`src/rtl/pwr_event_serializer.sv`:
```
`timescale 1ns/1ps
module pwr_event_serializer #(
  parameter int NBITS = 8,
  parameter int CNT_W = 16,
  parameter int DIV_W = 8
) (
  input  logic             clk,
  input  logic             rst_n,
  input  logic [NBITS-1:0] evt_i,
  input  logic [NBITS-1:0] evt_en_i,
  input  logic [CNT_W-1:0] interval_i,
  input  logic [DIV_W-1:0] div_i,
  output logic             ser_frame_o,
  output logic             ser_clk_o,
  output logic             ser_data_o,
  output logic             done_o
);
  localparam int IDX_W = $clog2(NBITS + 1);

  logic [NBITS-1:0] pkt, sent;
  logic [NBITS:0]   shreg;
  logic [IDX_W-1:0] idx;
  logic [DIV_W-1:0] div_cnt;
  logic [CNT_W-1:0] int_cnt;
  logic             busy, done_q;

  wire [NBITS-1:0] hit  = evt_i & evt_en_i;
  wire             tick = busy && (div_cnt == '0);
  wire             last = tick && (idx == IDX_W'(NBITS));
  wire             go   = !busy && (int_cnt == '0) && (|pkt);

  always_ff @(posedge clk or negedge rst_n) begin
    if (!rst_n) begin
      pkt     <= '0;
      sent    <= '0;
      shreg   <= '0;
      idx     <= '0;
      div_cnt <= '0;
      int_cnt <= '0;
      busy    <= 1'b0;
      done_q  <= 1'b0;
    end else begin
      done_q <= last;
      pkt    <= (last ? (pkt & ~sent) : pkt) | hit;
      if (go) begin
        busy    <= 1'b1;
        shreg   <= {1'b1, pkt};
        sent    <= pkt & ~hit;
        idx     <= '0;
        div_cnt <= div_i;
      end else if (busy) begin
        sent <= sent & ~hit;
        if (tick) begin
          shreg   <= {shreg[NBITS-1:0], 1'b0};
          idx     <= idx + 1'b1;
          div_cnt <= div_i;
          if (last) begin
            busy    <= 1'b0;
            int_cnt <= interval_i;
          end
        end else begin
          div_cnt <= div_cnt - 1'b1;
        end
      end else if (int_cnt != '0) begin
        int_cnt <= int_cnt - 1'b1;
      end
    end
  end

  assign ser_frame_o = busy;
  assign ser_clk_o   = tick;
  assign ser_data_o  = busy & shreg[NBITS];
  assign done_o      = done_q;
endmodule

```
`config.mk`:
```
export PLATFORM = sky130hd
export DESIGN_NAME = pwr_event_serializer
export DESIGN_NICKNAME = d
export VERILOG_FILES = /design/src/rtl/pwr_event_serializer.sv
export SDC_FILE = /design/constraint.sdc
export NUM_CORES = 1
export LEC_CHECK = 0
export BUFFER_PORTS_ARGS = -buffer_cell sky130_fd_sc_hd__buf_4
export CELL_PAD_IN_SITES_DETAIL_PLACEMENT = 0
export CELL_PAD_IN_SITES_GLOBAL_PLACEMENT = 1
export CORE_MARGIN = 3
export CORE_UTILIZATION = 46
export DETAILED_ROUTE_END_ITERATION = 12
export PLACE_DENSITY = 0.82
export SKIP_CTS_REPAIR_TIMING = 1
export SLEW_MARGIN = 20
export SYNTH_ARGS = -nofsm -noshare
export SYNTH_HDL_FRONTEND = slang
export SYNTH_SLANG_ARGS = --single-unit
```
`constraint.sdc`:
```
create_clock -name clk -period 3.3 [get_ports clk]
set_input_delay 0 -clock clk [delete_from_list [all_inputs] [get_ports clk]]
set_output_delay 0 -clock clk [all_outputs]
set_load 0.005 [all_outputs]
```
==> results.cfg <==
[status]
outcome = finished with violations
violations = hold timing

[floorplan]
die_w_microns = 87.18
rows = 28
die-area_sq_um = 7600
io_pins = 46
die_y_microns = 87.18
start_util = 0.4917
coreArea_sq_um = 6166

[min_path]
hp-class = input port to flop
hp-start = evt_i[7]

[drt]
drt_wl_total_mm = 7.092
wl_per_cell_microns = 14.65
drcViolationCount = 0
ant_nets = 0
vias_per_cell = 5.570
num_vias = 2696
firstDrtPassIters = 5
drtIter0Drc = 222

[cells_and_area]
nets = 456
fin_util = 0.6187
drive_gt1_frac = 0.1736
antenna_cells = 0
stdcell_count = 484
stdcell_area_sq_um = 3815
area_growth_pct = 25.84
fill_cells = 552

[job]
maxCapViolCount = 0

[clock_tree]
cts_sinks = 55
cts_tree = built
clk_pin_slew_ps = 100
clock-root-buffer = clkbuf_8
clock_path_buffers = 2
insertion_delay_ps = 300
h-tree-depth = 2
numCtsBuffers = 5

[logic_synthesis]
yosys_most_used_dff = dfrtp_1
async_flop_share = 1.000
yosysWarnings = 0
syn_nets = 384
ys_seq_area_frac = 0.4540
ys_seq_elements = 55
synth_edf_count = 0
synth.distinct_cells = 52
synth_area_sq_um = 3032
syn_inst = 336
synth.avg_cell_area_sq_um = 9.023

[timing]
finClkSkew_ps = 7.980
fmax_mhz = 399.5
max_slew_margin = 0.5321
fin_crit_ps = 2503
fin_crit_sh = 0.7586
hold_slack_ps = -17.79
hold_viol = 3
worstMarginPinSlew_ps = 701.8
rsz0062_at_grt = false
tns_ps = 0
drv_slew = 0
setup_viol = 0

[grt]
grt_start_max_net_pins = 56
grt_pass1_wl_mm = 12.30
grt_use_total = 0.2051
antenna_found_initial = 0
grt_pass1_vias = 2436
grt-ovfl-total = 0

[critical_path]
setup.worst_path.end_class = output pin
critical_path_class = flop to output pin
critical_path.slowest_cell = dfrtp_1
start_kind = flop
worstPathRequired_ps = 3300
crit_fanout = 17
arrival_ps = 2500
cpPeakStageDelay_ps = 440
r2r-start = div_cnt[0]$_DFFE_PN0P_
crit_chain = inv_1, ha_1, nor4bb_1, nand2_1, inv_2, buf_4
critPathLaunch = div_cnt[0]$_DFFE_PN0P_

[power_and_ir_drop]
irDropWorstVdd_v = 0.0002062
total_leakage_power_nw = 1.701
p_per_area_nw_per_um2 = 299.8

[placement]
gp_congestion = 0.8654
placed_cells = 444
numPortBuffers = 45
post_dp_cell_area_sq_um = 3410
hpwlAfterDp_mm = 4.834
worst max-delay path, delay by kind of cell (launching register included):
kind          cells  cell delay [ps]
fa+ha+maj         1              160
flops             1              440
buf+inv           3              740
simple gates      2              860
metrics by stage:
step	hold slack (ps)	power, mW	worst slack (ps)
floorplan	-295.6	0.7042	1405
global placement	99.33	0.7611	908.2
detailed placement	105.3	0.7618	810.9
CTS	-232.0	1.132	771.5
global route	-0.9733	1.197	464.2
finish	-17.79	1.144	796.7
area by class of cell:
| type | count | area (sq um) | area share |
|---|---|---|---|
| inverter | 13 | 48.80 | 0.01279 |
| multi-input combinational | 253 | 1530 | 0.4011 |
| clock inverter | 2 | 12.51 | 0.003280 |
| clock buffer | 6 | 72.57 | 0.01902 |
| sequential | 55 | 1376 | 0.3608 |
| timing repair buffer | 80 | 680.7 | 0.1784 |
| tap | 75 | 93.84 | 0.02460 |
where the power goes:
part | internal, mW | leakage [nW] | switching [mW]
combinational | 0.0613 | 0.978 | 0.0347
clock | 0.149 | 0.0412 | 0.218
sequential | 0.676 | 0.682 | 0.00441
total | 0.887 | 1.70 | 0.257
registers in the layout, indices dropped and copies added (netlist names):
signal and cells:
shreg 9, pkt 8, ser_frame_o 1, int_cnt 16
done_o 1, div_cnt 8, sent 8, idx 4
cells by family (layout without fill, tap and decap cells):
logic type                 Yosys count  in the layout  share of synthesized area
xor gates and xnor gates             6              6                    0.01734
and+or+nand+nor                    130            130                     0.2163
DFF                                 55             55                     0.4540
AOI/OAI and AO/OA                  102            102                     0.2167
buffers and inverters               28            101                    0.04127
adders and majority gates            6              6                    0.02476
muxes                                9              9                    0.02972
synth_stat cells, drive strengths merged (2+ instances only):
library cell / instances / area share
buf: 9 / 0.018
mux2i: 9 / 0.030
o221a: 2 / 0.0074
o22a: 4 / 0.012
nand2: 62 / 0.077
clkbuf: 6 / 0.0074
or4: 3 / 0.0074
o2bb2ai: 2 / 0.0058
o22ai: 6 / 0.012
inv: 13 / 0.016
o21a: 4 / 0.0099
dfrtp: 55 / 0.45
nand3: 10 / 0.020
ha: 6 / 0.025
nand4: 3 / 0.0083
a21oi: 29 / 0.050
nor3: 7 / 0.012
o211ai: 4 / 0.0099
a31oi: 7 / 0.014
a211oi: 2 / 0.0091
xnor2: 3 / 0.0087
nor4: 8 / 0.035
xor2: 3 / 0.0087
a2bb2oi: 3 / 0.0087
nor2: 29 / 0.036
a221o: 3 / 0.0099
o21ai: 30 / 0.051
worst paths after layout:
check	slack (ps)	to	cells past startpoint
max reg2reg	820	idx[3]$_DFFE_PN0P_	8
min reg2reg	500	sent[5]$_DFFE_PN0P_	2
max in group asynchronous	2550	int_cnt[10]$_DFFE_PN0P_	2
min in group asynchronous	270	int_cnt[4]$_DFFE_PN0P_	2
max	800	ser_clk_o	6
min	-20	sent[7]$_DFFE_PN0P_	4
cell usage in the layout (no fill, tap or decap), drive strengths merged, types with 4 or more instances in the layout:
cell / count
nand3: 10
nor3: 7
inv: 13
nor4: 8
o21a: 4
a31oi: 7
nor2: 29
mux2i: 9
buf: 48
o211ai: 4
o21ai: 30
o22ai: 6
o22a: 4
ha: 6
dlygate4sd3: 32
dfrtp: 55
nand2: 62
clkbuf: 6
a21oi: 29
per-layer routing:
| layer | track usage | share of wire |
|---|---|---|
| met1 | 0.3131 | 0.49 |
| met2 | 0.2926 | 0.44 |
| met3 | 0.04257 | 0.053 |
| met4 | 0.05858 | 0.015 |
| met5 | 0 | 0 |
No activity file was read; power rests on OpenSTA's default activity.
